[config.mk]
export PLATFORM = sky130hd
export DESIGN_NAME = hb_interlock
export DESIGN_NICKNAME = d
export VERILOG_FILES = /design/src/rtl/hb_pkg.sv /design/src/rtl/hb_pulse_filter.sv /design/src/rtl/hb_dead_ctrl.sv /design/src/rtl/hb_interlock.sv
export SDC_FILE = /design/constraint.sdc
export NUM_CORES = 1
export LEC_CHECK = 0
export BUFFER_PORTS_ARGS = -buffer_cell sky130_fd_sc_hd__buf_2
export CORE_UTILIZATION = 49
export DETAILED_ROUTE_END_ITERATION = 6
export PLACE_DENSITY = 0.66
export SYNTH_ARGS = -nofsm -noshare
export SYNTH_HDL_FRONTEND = slang
export SYNTH_SLANG_ARGS = --single-unit
[constraint.sdc]
create_clock -name clk -period 1.88 [get_ports clk]
set_clock_uncertainty 0.05 [all_clocks]
set_input_delay 0.094 -clock clk [delete_from_list [all_inputs] [get_ports clk]]
set_output_delay 0.094 -clock clk [all_outputs]
set_load 0.01 [all_outputs]
[src/rtl/hb_pkg.sv]
package hb_pkg;

    // Gate enable pair carried through the datapath
    typedef struct packed {
        logic hs;
        logic ls;
    } gate_pair_t;

    // Cross-conduction arbitration: a side is wanted only when the other is not
    function automatic gate_pair_t arbitrate(input logic h, input logic l);
        gate_pair_t r;
        r.hs = h & ~l;
        r.ls = l & ~h;
        return r;
    endfunction

endpackage

[src/rtl/hb_pulse_filter.sv]
module hb_pulse_filter #(
    parameter int FILT_CYC = 7
) (
    input  logic clk,
    input  logic rst,
    input  logic rst_val,
    input  logic din,
    output logic dout
);
    localparam int CW = (FILT_CYC < 2) ? 1 : $clog2(FILT_CYC + 1);
    localparam logic [CW-1:0] LAST = CW'(FILT_CYC - 1);

    logic [CW-1:0] run;

    // Output follows the input only after FILT_CYC consecutive differing samples
    always_ff @(posedge clk) begin
        if (rst) begin
            dout <= rst_val;
            run  <= '0;
        end else if (din != dout) begin
            if (run == LAST) begin
                dout <= din;
                run  <= '0;
            end else begin
                run <= run + 1'b1;
            end
        end else begin
            run <= '0;
        end
    end

endmodule

[src/rtl/hb_dead_ctrl.sv]
module hb_dead_ctrl
    import hb_pkg::*;
#(
    parameter int DT_W     = 8,
    parameter int DEAD_DEF = 20
) (
    input  logic            clk,
    input  logic            rst,
    input  gate_pair_t      want,
    input  logic            dt_use,
    input  logic [DT_W-1:0] dt_cfg,
    output gate_pair_t      gate,
    output logic [DT_W-1:0] dead_cnt,
    output logic [DT_W-1:0] dt_hold
);
    localparam logic [DT_W-1:0] DEF_DT = DT_W'(DEAD_DEF);

    gate_pair_t      nxt;
    logic            idle;
    logic            off_evt;
    logic [DT_W-1:0] cnt_nxt;

    assign idle = (dead_cnt == '0);

    always_comb begin
        // A gate stays on while wanted; it may turn on only when the
        // opposite gate is off and no deadtime is pending
        nxt.hs  = want.hs & (gate.hs | (~gate.ls & idle));
        nxt.ls  = want.ls & (gate.ls | (~gate.hs & idle));
        off_evt = (gate.hs & ~nxt.hs) | (gate.ls & ~nxt.ls);
        if (off_evt)
            cnt_nxt = (dt_hold == '0) ? '0 : dt_hold - 1'b1;
        else if (!idle)
            cnt_nxt = dead_cnt - 1'b1;
        else
            cnt_nxt = '0;
    end

    always_ff @(posedge clk) begin
        if (rst) begin
            gate     <= '0;
            dead_cnt <= '0;
            dt_hold  <= DEF_DT;
        end else begin
            gate     <= nxt;
            dead_cnt <= cnt_nxt;
            if (idle)
                dt_hold <= dt_use ? dt_cfg : DEF_DT;
        end
    end

endmodule

[src/rtl/hb_interlock.sv]
module hb_interlock
    import hb_pkg::*;
#(
    parameter int FILT_CYC = 7,
    parameter int DEAD_DEF = 20,
    parameter int DT_W     = 8
) (
    input  logic            clk,
    input  logic            rst,
    input  logic            hs_req,
    input  logic            ls_req,
    input  logic            ls_invert,
    input  logic            dt_use,
    input  logic [DT_W-1:0] dt_cfg,
    output logic            hs_gate,
    output logic            ls_gate
);
    logic [1:0]      raw;
    logic [1:0]      rstv;
    logic [1:0]      filt;
    logic            eff_hs;
    logic            eff_ls;
    gate_pair_t      want;
    gate_pair_t      gate;
    logic [DT_W-1:0] dead_cnt;
    logic [DT_W-1:0] dt_hold;

    // Lane 0 is high side, lane 1 low side; low side resets to its off level
    assign raw  = {ls_req, hs_req};
    assign rstv = {ls_invert, 1'b0};

    for (genvar g = 0; g < 2; g++) begin : g_filt
        hb_pulse_filter #(.FILT_CYC(FILT_CYC)) u_filt (
            .clk    (clk),
            .rst    (rst),
            .rst_val(rstv[g]),
            .din    (raw[g]),
            .dout   (filt[g])
        );
    end

    assign eff_hs = filt[0];
    assign eff_ls = filt[1] ^ ls_invert;
    assign want   = arbitrate(eff_hs, eff_ls);

    hb_dead_ctrl #(.DT_W(DT_W), .DEAD_DEF(DEAD_DEF)) u_dead (
        .clk     (clk),
        .rst     (rst),
        .want    (want),
        .dt_use  (dt_use),
        .dt_cfg  (dt_cfg),
        .gate    (gate),
        .dead_cnt(dead_cnt),
        .dt_hold (dt_hold)
    );

    assign hs_gate = gate.hs;
    assign ls_gate = gate.ls;

endmodule

==> After elaboration in Yosys (flattened, before gate mapping) <==
Index checks and enable logic that the tools add are counted.
W data, S select, Z words.
{ "op_classes": {"bitwise": 20, "n_reduce_logical": 8, "add_sub_neg": 4, "eq_ne": 4, "muxes": 7} }
{ "ops": {"columns": ["cell", "count"], "rows": [
  ["$mux W8", 4],
  ["$logic_not A8 Y1", 2],
  ["$sub A8 B1 Y8 const B", 2],
  ["$and A1 B1 Y1", 8],
  ["$not A1 Y1", 8],
  ["$add A3 B1 Y3 const B", 2],
  ["$eq A3 B3 Y1 const B", 2],
  ["$reduce_or A3 Y1", 2],
  ["$reduce_and A2 Y1", 2],
  ["$reduce_bool A2 Y1", 2],
  ["$mux W1", 3],
  ["$or A1 B1 Y1", 3],
  ["$ne A1 B1 Y1", 2],
  ["$xor A1 B1 Y1", 1]
]} }
{ "word_totals": {"output_inout_bits": 2, "register_bits": 26, "inputBits": 14, "wordCells": 51} }

==> Logic depth before layout (Yosys ltp) <==
Gate-level depths: netlist of run 1.
{ "depth": {"word_depth": 8, "mapped_depth": 8, "depth_no_buf": 7} }

==> Cells and area by module <==
From an unflattened synthesis of run 1, not the netlist that was laid out.
{ "hier_totals": {"hier_cells": 146, "hier_area_um2": 1400.1} }
{ "modules_own_cells": {"columns": ["mod", "cells_per_inst", "area_each_um2", "instances"], "rows": [
  ["hb_dead_ctrl", 110, 987.2, 1],
  ["hb_pulse_filter", 16, 195.2, 2],
  ["hb_interlock", 4, 22.5, 1]
]} }

==> Worst setup path after synthesis of run 1 <==
Ideal clock, no wire load.
{ "synth_timing": {"path_kind": "reg-to-reg", "from": "reg u_dead.dead_cnt[0]", "to": "reg u_dead.dt_hold[2]", "arrival_time_ps": 1554, "setup_slack_ps": 156, "path_stages_with_launch": 8, "setup_ps": 120, "period_less_slack_ps": 1724, "cell_sequence": "dfxtp_1 inv_1 ha_1 or4b_4 nand2b_4 buf_6 nor3b_1 o21ai_1"} }
{ "synth_between": {"elab_chain_cells": 1} }
{ "synth_rtl": {"columns": ["element", "line", "text"], "rows": [
  ["from (decl)", "hb_dead_ctrl.sv:13", "output logic [DT_W-1:0] dead_cnt,"],
  ["from (signal assigned)", "hb_dead_ctrl.sv:46", "dead_cnt <= cnt_nxt;"],
  ["$logic_not A8 Y1", "hb_dead_ctrl.sv:23", "assign idle = (dead_cnt == '0);"],
  ["to (signal assigned)", "hb_dead_ctrl.sv:48", "dt_hold <= dt_use ? dt_cfg : DEF_DT;"],
  ["to (decl)", "hb_dead_ctrl.sv:14", "output logic [DT_W-1:0] dt_hold"]
]} }
Every way passes these cells.
A chain may end at the register's enable or synchronous reset.

==> Worst setup path after layout of run 1 <==
Ends and elaborated chain as after synthesis.

==> flow_metrics.tcl, run 1 <==
set metrics [dict create \
    min_delay_path_depth 3 \
    postCtsSetupBuffers 0 \
    grt_overflow 0 \
    grt_max_degree 18 \
    cts.sinks 26 \
    fmax_mhz 562.7 \
    async_flop_share 0 \
    cts_tree "done" \
    crit_chain "inv_1, ha_2, or4b_4, nand2b_4, nor3b_1, o21ai_1" \
    pwr-share-comb 0.417 \
    synth_edf_count 1 \
    ir_drop_v 0.0009692 \
    rr_worst_depth 6 \
    cts_root_buffer "clkbuf_4" \
    yosysTopAreaCell "dfxtp_1" \
    n_antenna_cell 0 \
    finalPower_uw 2013 \
    cp_top_family "simple AND/OR/NAND/NOR gates" \
    core.rowCount 18 \
    drt_iter0_drc 8 \
    ant_nets 0 \
    finalMaxSlewViolations 0 \
    drc 0 \
    status "finished clean" \
    fin_crit_ns 1.777 \
    ys_ff_latch 26 \
    path_class "flip-flop to flip-flop" \
    rsz0062_at_grt "no" \
    nNetsFinal 199 \
    synth_fp_nets 173 \
    crit_slowest_cell "or4b_4" \
    wl_per_cell_um 12.62 \
    yosys.cell_count.top_type "dfxtp_1" \
    cap_violations 0 \
    cts.htree.levels 1 \
    antenna_found_initial 0 \
    wl_mm 2.613 \
    nFillCells 235 \
    avgSynthCellArea_um2 8.495 \
    dp_hpwl_mm 1.845 \
    cpPeakStageDelay_ns 0.50 \
    intPower_uw 1275 \
    required_ns 2.05 \
    clk_latency_ns 0.33 \
    dr.pass1.iters 4 \
    viasPerCell 5.227 \
    hold_path.class "input pin to flip-flop" \
    hold_viol 0 \
    gp_congestion 0.8058 \
    cp-start-kind "flip-flop" \
    synth_common_cells "dfxtp_1, nor2_1, nand2_1" \
    tns_ns 0 \
    place_area_um2 1388 \
    clk_pin_slew_worst_paths_ns 0.16 \
    synth.cell_area_um2 1291 \
    vias 1082 \
    crit_fanout 11 \
    p_seq_frac 0.389 \
    worst_pin_slew_ns 0.5061 \
    fp.dieW_um 53.34 \
    cts_buffer_depth 2 \
    synth_top_area_frac 0.3876 \
    worst_setup_path_end_kind "flip-flop" \
    fin_crit_sh 0.9452 \
    slew_headroom 0.6600 \
    switching_share 0.3668 \
    coreArea_um2 2477 \
    design_area_um2 1540 \
    grt_pass1_vias 1045 \
    final_util 0.6217 \
    setup_viol 0 \
    cellPowerDensity_nw_per_um2 1307 \
    pwr-share-clk 0.194 \
    syn_to_final_growth_pct 19.28 \
    dieArea_um2 2845 \
    ys_seq_area_frac 0.4109 \
    synth_area_leaders "dfxtp_1, ha_1, xnor2_1" \
    synth-main-ff-cell "dfxtp_1" \
    initial_core_util 0.5212 \
    io_buffers 15 \
    synthCells 152 \
    yosys_warnings 0 \
    grtUsageTotal 0.2155 \
    top_level_ports 16 \
    cp_num_buf_inv 1 \
    synth_cell_types 31 \
    cts_buffers 3 \
    die_h_um 53.34 \
    critPathArrivalTime_ns 1.95 \
    switching_power_uw 738.4 \
    grt_pass1_wl_mm 4.360 \
    path_depth 6 \
    p_leak_uw 0.0005948 \
    final_layout_size_suffix_gt1_frac 0.1638 \
]
## placed cells by master, fill, tap and decap left out, drive strengths merged
| cell | instances |
|---|---|
| a211oi | 1 |
| a21oi | 10 |
| buf | 16 |
| bufinv | 1 |
| clkbuf | 3 |
| dfxtp | 25 |
| dlygate4sd3 | 9 |
| edfxtp | 1 |
| ha | 7 |
| inv | 8 |
| mux2 | 1 |
| mux2i | 4 |
| nand2 | 19 |
| nand2b | 2 |
| nand3 | 8 |
| nor2 | 21 |
| nor2b | 1 |
| nor3 | 6 |
| nor3b | 4 |
| nor4 | 3 |
| o21a | 1 |
| o21ai | 5 |
| o22a | 1 |
| o22ai | 8 |
| or4b | 1 |
| xnor2 | 10 |
| xor2 | 1 |
## worst paths after layout
check | to | start | slack [ns]
worst max-delay path | u_dead.dt_hold[2] | u_dead.dead_cnt[0] | 0.10
worst min-delay path | u_dead.dt_hold[6] | dt_use | 0.006
worst max register to register | u_dead.dt_hold[2] | u_dead.dead_cnt[0] | 0.10
worst min register to register | g_filt[1].u_filt.run[0] | g_filt[1].u_filt.run[0] | 0.41
## per-layer routing
layer,wire [um],GRT usage,vias to the layer above
met1,1258,0.2721,488
met5,0,0,-
met3,84,0.03448,5
li1,-,-,568
met4,39,0.08772,0
met2,1230,0.3583,21
## power groups by stage
stage,combinational [uW],clock [uW],sequential [uW]
detailed placement,800,0,795
finish,839,390,783
global route,940,419,799
global placement,784,0,786
CTS,823,391,781
floorplan,679,0,768
## timing repair
action | in CTS | in global routing
hold buffers | 9 | 0
endpoints found under the hold margin | 9 | 0
gates resized for setup | 0 | 3
setup endpoints to repair | 0 | 11
## cell type report
cell class | instances | area [um2] | share of cell area
Timing Repair Buffer | 25 | 172.7 | 0.1121
Clock inverter | 1 | 30.03 | 0.01950
Tap cell | 30 | 37.54 | 0.02437
Inverter | 8 | 30.03 | 0.01950
Multi-Input combinational cell | 114 | 716.9 | 0.4655
Clock buffer | 3 | 22.52 | 0.01462
Sequential cell | 26 | 530.5 | 0.3444
## cell families (layout without fill, tap and decap cells)
logic type      Yosys count  in the layout  share of synthesized area
simple gates             65             65                     0.2500
compound gates           26             26                     0.1153
flops                    26             26                     0.4109
buf+inv                  12             37                    0.04167
xor+xnor                 11             11                    0.07461
fa+ha+maj                 7              7                    0.06783
mux                       5              5                    0.03973
## worst reg2reg max path: stages (launching register included)
cell	delay (ns)
dfxtp_1	0.35
inv_1	0.06
ha_2	0.20
or4b_4	0.50
nand2b_4	0.22
nor3b_1	0.22
o21ai_1	0.07
## through the flow
stage,setup slack (ns),hold WS [ns],std cells
2_1_floorplan,0.1561,0.1915,152
3_3_place_gp,0.1292,0.2923,194
3_5_place_dp,0.06524,0.2993,194
4_1_cts,0.03711,0.003980,207
5_1_grt,0.004665,0.01589,207
6_report,0.1030,0.005774,207
## registers in the layout, summed over array words and instances (netlist names)
signal,flops
g_filt.u_filt.dout,2
u_dead.gate,2
u_dead.dead_cnt,8
u_dead.dt_hold,8
g_filt.u_filt.run,6
Power figures use the tool's default switching activity.
==> run 2: changes to the inputs <==
- clock period: 1.88 -> 1.85 ns (I/O delays scaled with it)
==> flow_metrics.tcl, run 2 (synthesis gave the netlist of run 1 again) <==
set metrics [dict create \
    status "finished clean" \
    grt_pass1_wl_mm 4.360 \
    p_leak_uw 0.0006005 \
    grt_max_degree 18 \
    n_antenna_cell 0 \
    fin_crit_ns 1.774 \
    hold_viol 0 \
    dr.pass1.iters 4 \
    antenna_found_initial 0 \
    dp_hpwl_mm 1.845 \
    die_h_um 53.34 \
    finalMaxSlewViolations 0 \
    drt_iter0_drc 7 \
    crit_slowest_cell "or4b_4" \
    final_layout_size_suffix_gt1_frac 0.1808 \
    grtUsageTotal 0.2155 \
    cts_buffer_depth 2 \
    slew_headroom 0.6593 \
    cap_violations 0 \
    vias 1101 \
    grt_overflow 0 \
    tns_ns 0 \
    grt_pass1_vias 1045 \
    nFillCells 231 \
    setup_viol 0 \
    path_class "flip-flop to flip-flop" \
    coreArea_um2 2477 \
    core.rowCount 18 \
    cts.sinks 26 \
    viasPerCell 5.319 \
    cp_top_family "simple AND/OR/NAND/NOR gates" \
    cp-start-kind "flip-flop" \
    wl_mm 2.696 \
    wl_per_cell_um 13.02 \
    cellPowerDensity_nw_per_um2 1350 \
    fmax_mhz 563.7 \
    cts_buffers 3 \
    crit_chain "inv_1, ha_4, or4b_4, nand2b_4, nor3b_1, o21ai_1" \
    critPathArrivalTime_ns 1.95 \
    clk_latency_ns 0.33 \
    cts_root_buffer "clkbuf_4" \
    rsz0062_at_grt "no" \
    dp_slack_ns 0.03524 \
    worst_slack_ns 0.07592 \
    fp.dieW_um 53.34 \
    dieArea_um2 2845 \
    drc 0 \
    cp_num_buf_inv 1 \
    cts_tree "done" \
    syn_to_final_growth_pct 21.32 \
    worst_pin_slew_ns 0.5071 \
    hold_path.class "input pin to flip-flop" \
    fin_crit_sh 0.9590 \
    ant_nets 0 \
    required_ns 2.02 \
    layout_commonest_cell "dfxtp_1" \
    top_level_ports 16 \
    nNetsFinal 199 \
    ir_drop_v 0.001028 \
    crit_fanout 11 \
    initial_core_util 0.5212 \
    reg.largest.list "u_dead.dead_cnt (8), u_dead.dt_hold (8), g_filt.u_filt.run (6)" \
    cts.htree.levels 1 \
    gp_congestion 0.8058 \
    io_buffers 15 \
    worst_setup_path_end_kind "flip-flop" \
    cpPeakStageDelay_ns 0.50 \
    mostFrequentLayoutCells "dfxtp_1, nor2_1, nand2_1" \
    clk_pin_slew_worst_paths_ns 0.15 \
]
==> run 2: repair_timing <==
| action | in CTS | in global routing |
|---|---|---|
| setup endpoints to repair | 0 | 15 |
| gates resized for setup | 0 | 10 |
| setup buffers | 0 | 0 |
| hold buffers | 9 | 0 |
| hold endpoints to repair | 9 | 0 |
==> run 2: layout make-up <==
type / instances / area (um2) / share of cell area
clock buffer: 3 / 22.52 / 0.01438
clock inverter: 1 / 30.03 / 0.01917
inverter: 8 / 30.03 / 0.01917
multi-input combinational: 114 / 737.0 / 0.4704
sequential: 26 / 533.0 / 0.3403
tap: 30 / 37.54 / 0.02396
timing repair buffer: 25 / 176.4 / 0.1126
==> run 2: metrics by stage <==
stage          cell area [um2]  hold slack, ns  cells  utilization  total power [uW]
2_1_floorplan             1291          0.1900    152            -              1470
3_3_place_gp              1388          0.2908    194       0.5601              1595
3_5_place_dp              1388          0.2978    194       0.5601              1620
4_1_cts                   1530        0.002480    207       0.6177              2027
5_1_grt                   1567         0.02099    207       0.6323              2261
6_report                  1567         0.01091    207       0.6323              2115
==> run 2: path summary, 6_finish.rpt <==
path	start	endpoint	slack, ns	depth (start not counted)
setup / recovery	u_dead.dead_cnt[0]	u_dead.dt_hold[2]	0.08	6
hold / removal	dt_use	u_dead.dt_hold[6]	0.01	3
setup reg to reg	u_dead.dead_cnt[0]	u_dead.dt_hold[2]	0.08	6
hold reg to reg	u_dead.dead_cnt[0]	u_dead.dead_cnt[0]	0.39	1
==> run 2: power breakdown <==
part / internal (uW) / switching [uW] / leakage (uW)
clock: 219 / 178 / 0.0000279
sequential: 684 / 117 / 0.000214
combinational: 427 / 490 / 0.000358
total: 1330 / 785 / 0.000601
==> run 2: worst register-to-register path: stages, from the launching register on <==
cell,delay [ns]
dfxtp_2,0.35
inv_1,0.09
ha_4,0.15
or4b_4,0.50
nand2b_4,0.23
nor3b_1,0.23
o21ai_1,0.07
==> run 2: layer usage <==
layer | track usage | routed length (um)
met3 | 0.03448 | 54
met1 | 0.2721 | 1306
met4 | 0.08772 | 38
met2 | 0.3583 | 1296
met5 | 0 | 0
==> run 3: changes to the inputs <==
- ABC_AREA: default -> 1
- PLACE_DENSITY: 0.66 -> 0.68
- SLEW_MARGIN: default -> 20
- clock period: 1.85 -> 1.44 ns (I/O delays scaled with it)
==> flow_metrics.tcl, run 3 <==
set metrics [dict create \
    status "finished clean" \
    synth_area_leaders "dfxtp_1, nand2_1, nor2_1" \
    fin_crit_sh 0.9553 \
    whs_ns 0.003397 \
    cellPowerDensity_nw_per_um2 1723 \
    synth-main-ff-cell "dfxtp_1" \
    grtUsageTotal 0.2049 \
    synth_top_area_frac 0.3439 \
    mostFrequentLayoutCells "nand2_1, nor2_1, dfxtp_1" \
    cts_tree "done" \
    p_seq_frac 0.328 \
    ir_drop_v 0.001056 \
    cts.sinks 26 \
    tns_ns 0 \
    setup_viol 0 \
    pwr-share-clk 0.120 \
    die_h_um 56.50 \
    grt_pass1_wl_mm 5.147 \
    coreArea_um2 2781 \
    wl_per_cell_um 12.57 \
    syn_to_final_growth_pct 22.36 \
    final_layout_size_suffix_gt1_frac 0.2613 \
    async_flop_share 0 \
    yosysTopAreaCell "dfxtp_1" \
    intPower_uw 1748 \
    nNetsFinal 244 \
    dr.pass1.iters 4 \
    synth_cell_types 26 \
    avgSynthCellArea_um2 7.619 \
    layout_commonest_cell "nand2_1" \
    antenna_found_initial 0 \
    grt_pass1_vias 1218 \
    hold_path.class "input pin to flip-flop" \
    dp_hpwl_mm 2.304 \
    switching_share 0.4302 \
    cts_root_buffer "clkbuf_4" \
    viasPerCell 5.383 \
    critPathArrivalTime_ns 1.55 \
    p_leak_uw 0.0007813 \
    min_delay_path_depth 3 \
    synthCells 191 \
    n_antenna_cell 0 \
    crit_slowest_cell "dfxtp_2" \
    fin_crit_ns 1.376 \
    reg.largest.list "u_dead.dead_cnt (8), u_dead.dt_hold (8), g_filt.u_filt.run (6)" \
    cp-start-kind "flip-flop" \
    cpPeakStageDelay_ns 0.34 \
    pwr-share-comb 0.552 \
    cts_buffers 3 \
    cts.htree.levels 1 \
    fp.dieW_um 56.50 \
    ant_nets 0 \
    path_class "flip-flop to flip-flop" \
    core.rowCount 19 \
    ys_ff_latch 26 \
    gp_congestion 0.8242 \
    dieArea_um2 3192 \
    switching_power_uw 1320 \
    grt_overflow 0 \
    drc 0 \
    wl_mm 3.179 \
    cts_buffer_depth 2 \
    required_ns 1.61 \
    yosys.cell_count.top_type "nand2_1" \
    synth_common_cells "nand2_1, nor2_1, dfxtp_1" \
    hold_viol 0 \
    crit_fanout 8 \
    clk_pin_slew_worst_paths_ns 0.14 \
    clk_latency_ns 0.32 \
    vias 1362 \
    synth.cell_area_um2 1455 \
    cp_top_family "simple AND/OR/NAND/NOR gates" \
    slew_headroom 0.7426 \
    grt_max_degree 17 \
    synth_fp_nets 212 \
    ys_seq_area_frac 0.3646 \
    rr_worst_depth 9 \
    top_level_ports 16 \
    final_util 0.6401 \
    finalMaxSlewViolations 0 \
    worst_pin_slew_ns 0.3848 \
    drt_iter0_drc 93 \
    crit_chain "inv_2, ha_4, nand2_4, nor2_4, nand2_8, nand3_4, inv_2, nand2_1, a21oi_2" \
    path_depth 9 \
    cp_num_buf_inv 2 \
    synth_edf_count 1 \
    crit_top_cell "inv_2" \
    initial_core_util 0.5232 \
    rsz0062_at_grt "yes" \
    yosys_warnings 0 \
    io_buffers 15 \
    fmax_mhz 726.9 \
    cap_violations 0 \
    worst_setup_path_end_kind "flip-flop" \
]
run 3: cell types whose count changed in the layout (fill, tap and decap cells not counted), moves of 4 or more:
| cell | delta |
|---|---|
| o22ai_1 | -8 |
| nand2_2 | +4 |
| inv_1 | +10 |
| inv_2 | +6 |
| o21ai_0 | +7 |
| nand2_1 | +12 |
| a211oi_2 | +6 |
| nand3_1 | +6 |
| mux2i_1 | -4 |
| xor2_1 | +6 |
| a21oi_2 | +4 |
| nor2_1 | +7 |
| xnor2_1 | -7 |
run 3: final timing paths:
path,start,end,slack (ns)
hold / removal,dt_cfg[1],u_dead.dt_hold[1],0.003
setup reg to reg,u_dead.dead_cnt[0],u_dead.dead_cnt[3],0.06
hold reg to reg,g_filt[1].u_filt.run[0],g_filt[1].u_filt.run[0],0.41
setup / recovery,u_dead.dead_cnt[0],u_dead.dead_cnt[3],0.06
run 3: tightest hold or removal path, stage by stage:
cell and delay (ns):
buf_2 0.08, a21oi_1 0.07, a211oi_2 0.13
run 3: cell families (layout without fill, tap and decap cells):
| family | count (synthesis) | in the layout | synth area share |
|---|---|---|---|
| buffers and inverters | 28 | 58 | 0.07824 |
| AO/OA/AOI/OAI | 33 | 33 | 0.1556 |
| adder cells (fa/ha/maj) | 7 | 7 | 0.06019 |
| XOR/XNOR | 10 | 10 | 0.06019 |
| AND/OR/NAND/NOR | 87 | 88 | 0.2812 |
| flip-flops | 26 | 26 | 0.3646 |
run 3: metal layers:
layer | track usage | part of all wire
met1 | 0.2573 | 0.45
met2 | 0.3563 | 0.48
met3 | 0.03687 | 0.048
met4 | 0.05923 | 0.019
met5 | 0 | 0
run 3: cell type report:
class                      instances  area (um2)
multi-input combinational        138       864.6
fill                             240        1001
inverter                          25       96.34
sequential                        26       533.0
clock buffer                       4       36.28
tap                               31       38.79
timing repair buffer              29       211.5
run 3: power by group through the flow:
stage | sequential, uW | clock, uW | combinational [uW]
after floorplan | 990 | 0 | 1120
after global placement | 1000 | 0 | 1300
after detailed placement | 1010 | 0 | 1350
after CTS | 992 | 382 | 1410
after global routing | 1030 | 406 | 1880
final | 1010 | 369 | 1690
run 3: what timing repair did:
item	4_1_cts	5_1_grt
pin swaps	0	8
hold buffers	7	1
endpoints found under the hold margin	11	1
endpoints found under the setup margin	6	16
gates cloned	0	1
gates resized for setup	1	15
buffers inserted	0	4
run 3: through the flow:
step           cells  instance area (um2)  setup WS [ns]  power, uW
2_1_floorplan    191                 1455        0.09303       2112
3_3_place_gp     236                 1564        0.05459       2309
3_5_place_dp     236                 1564       0.009579       2354
4_1_cts          247                 1679       0.004000       2780
5_1_grt          253                 1780      -0.006104       3310
6_report         253                 1780        0.06431       3068
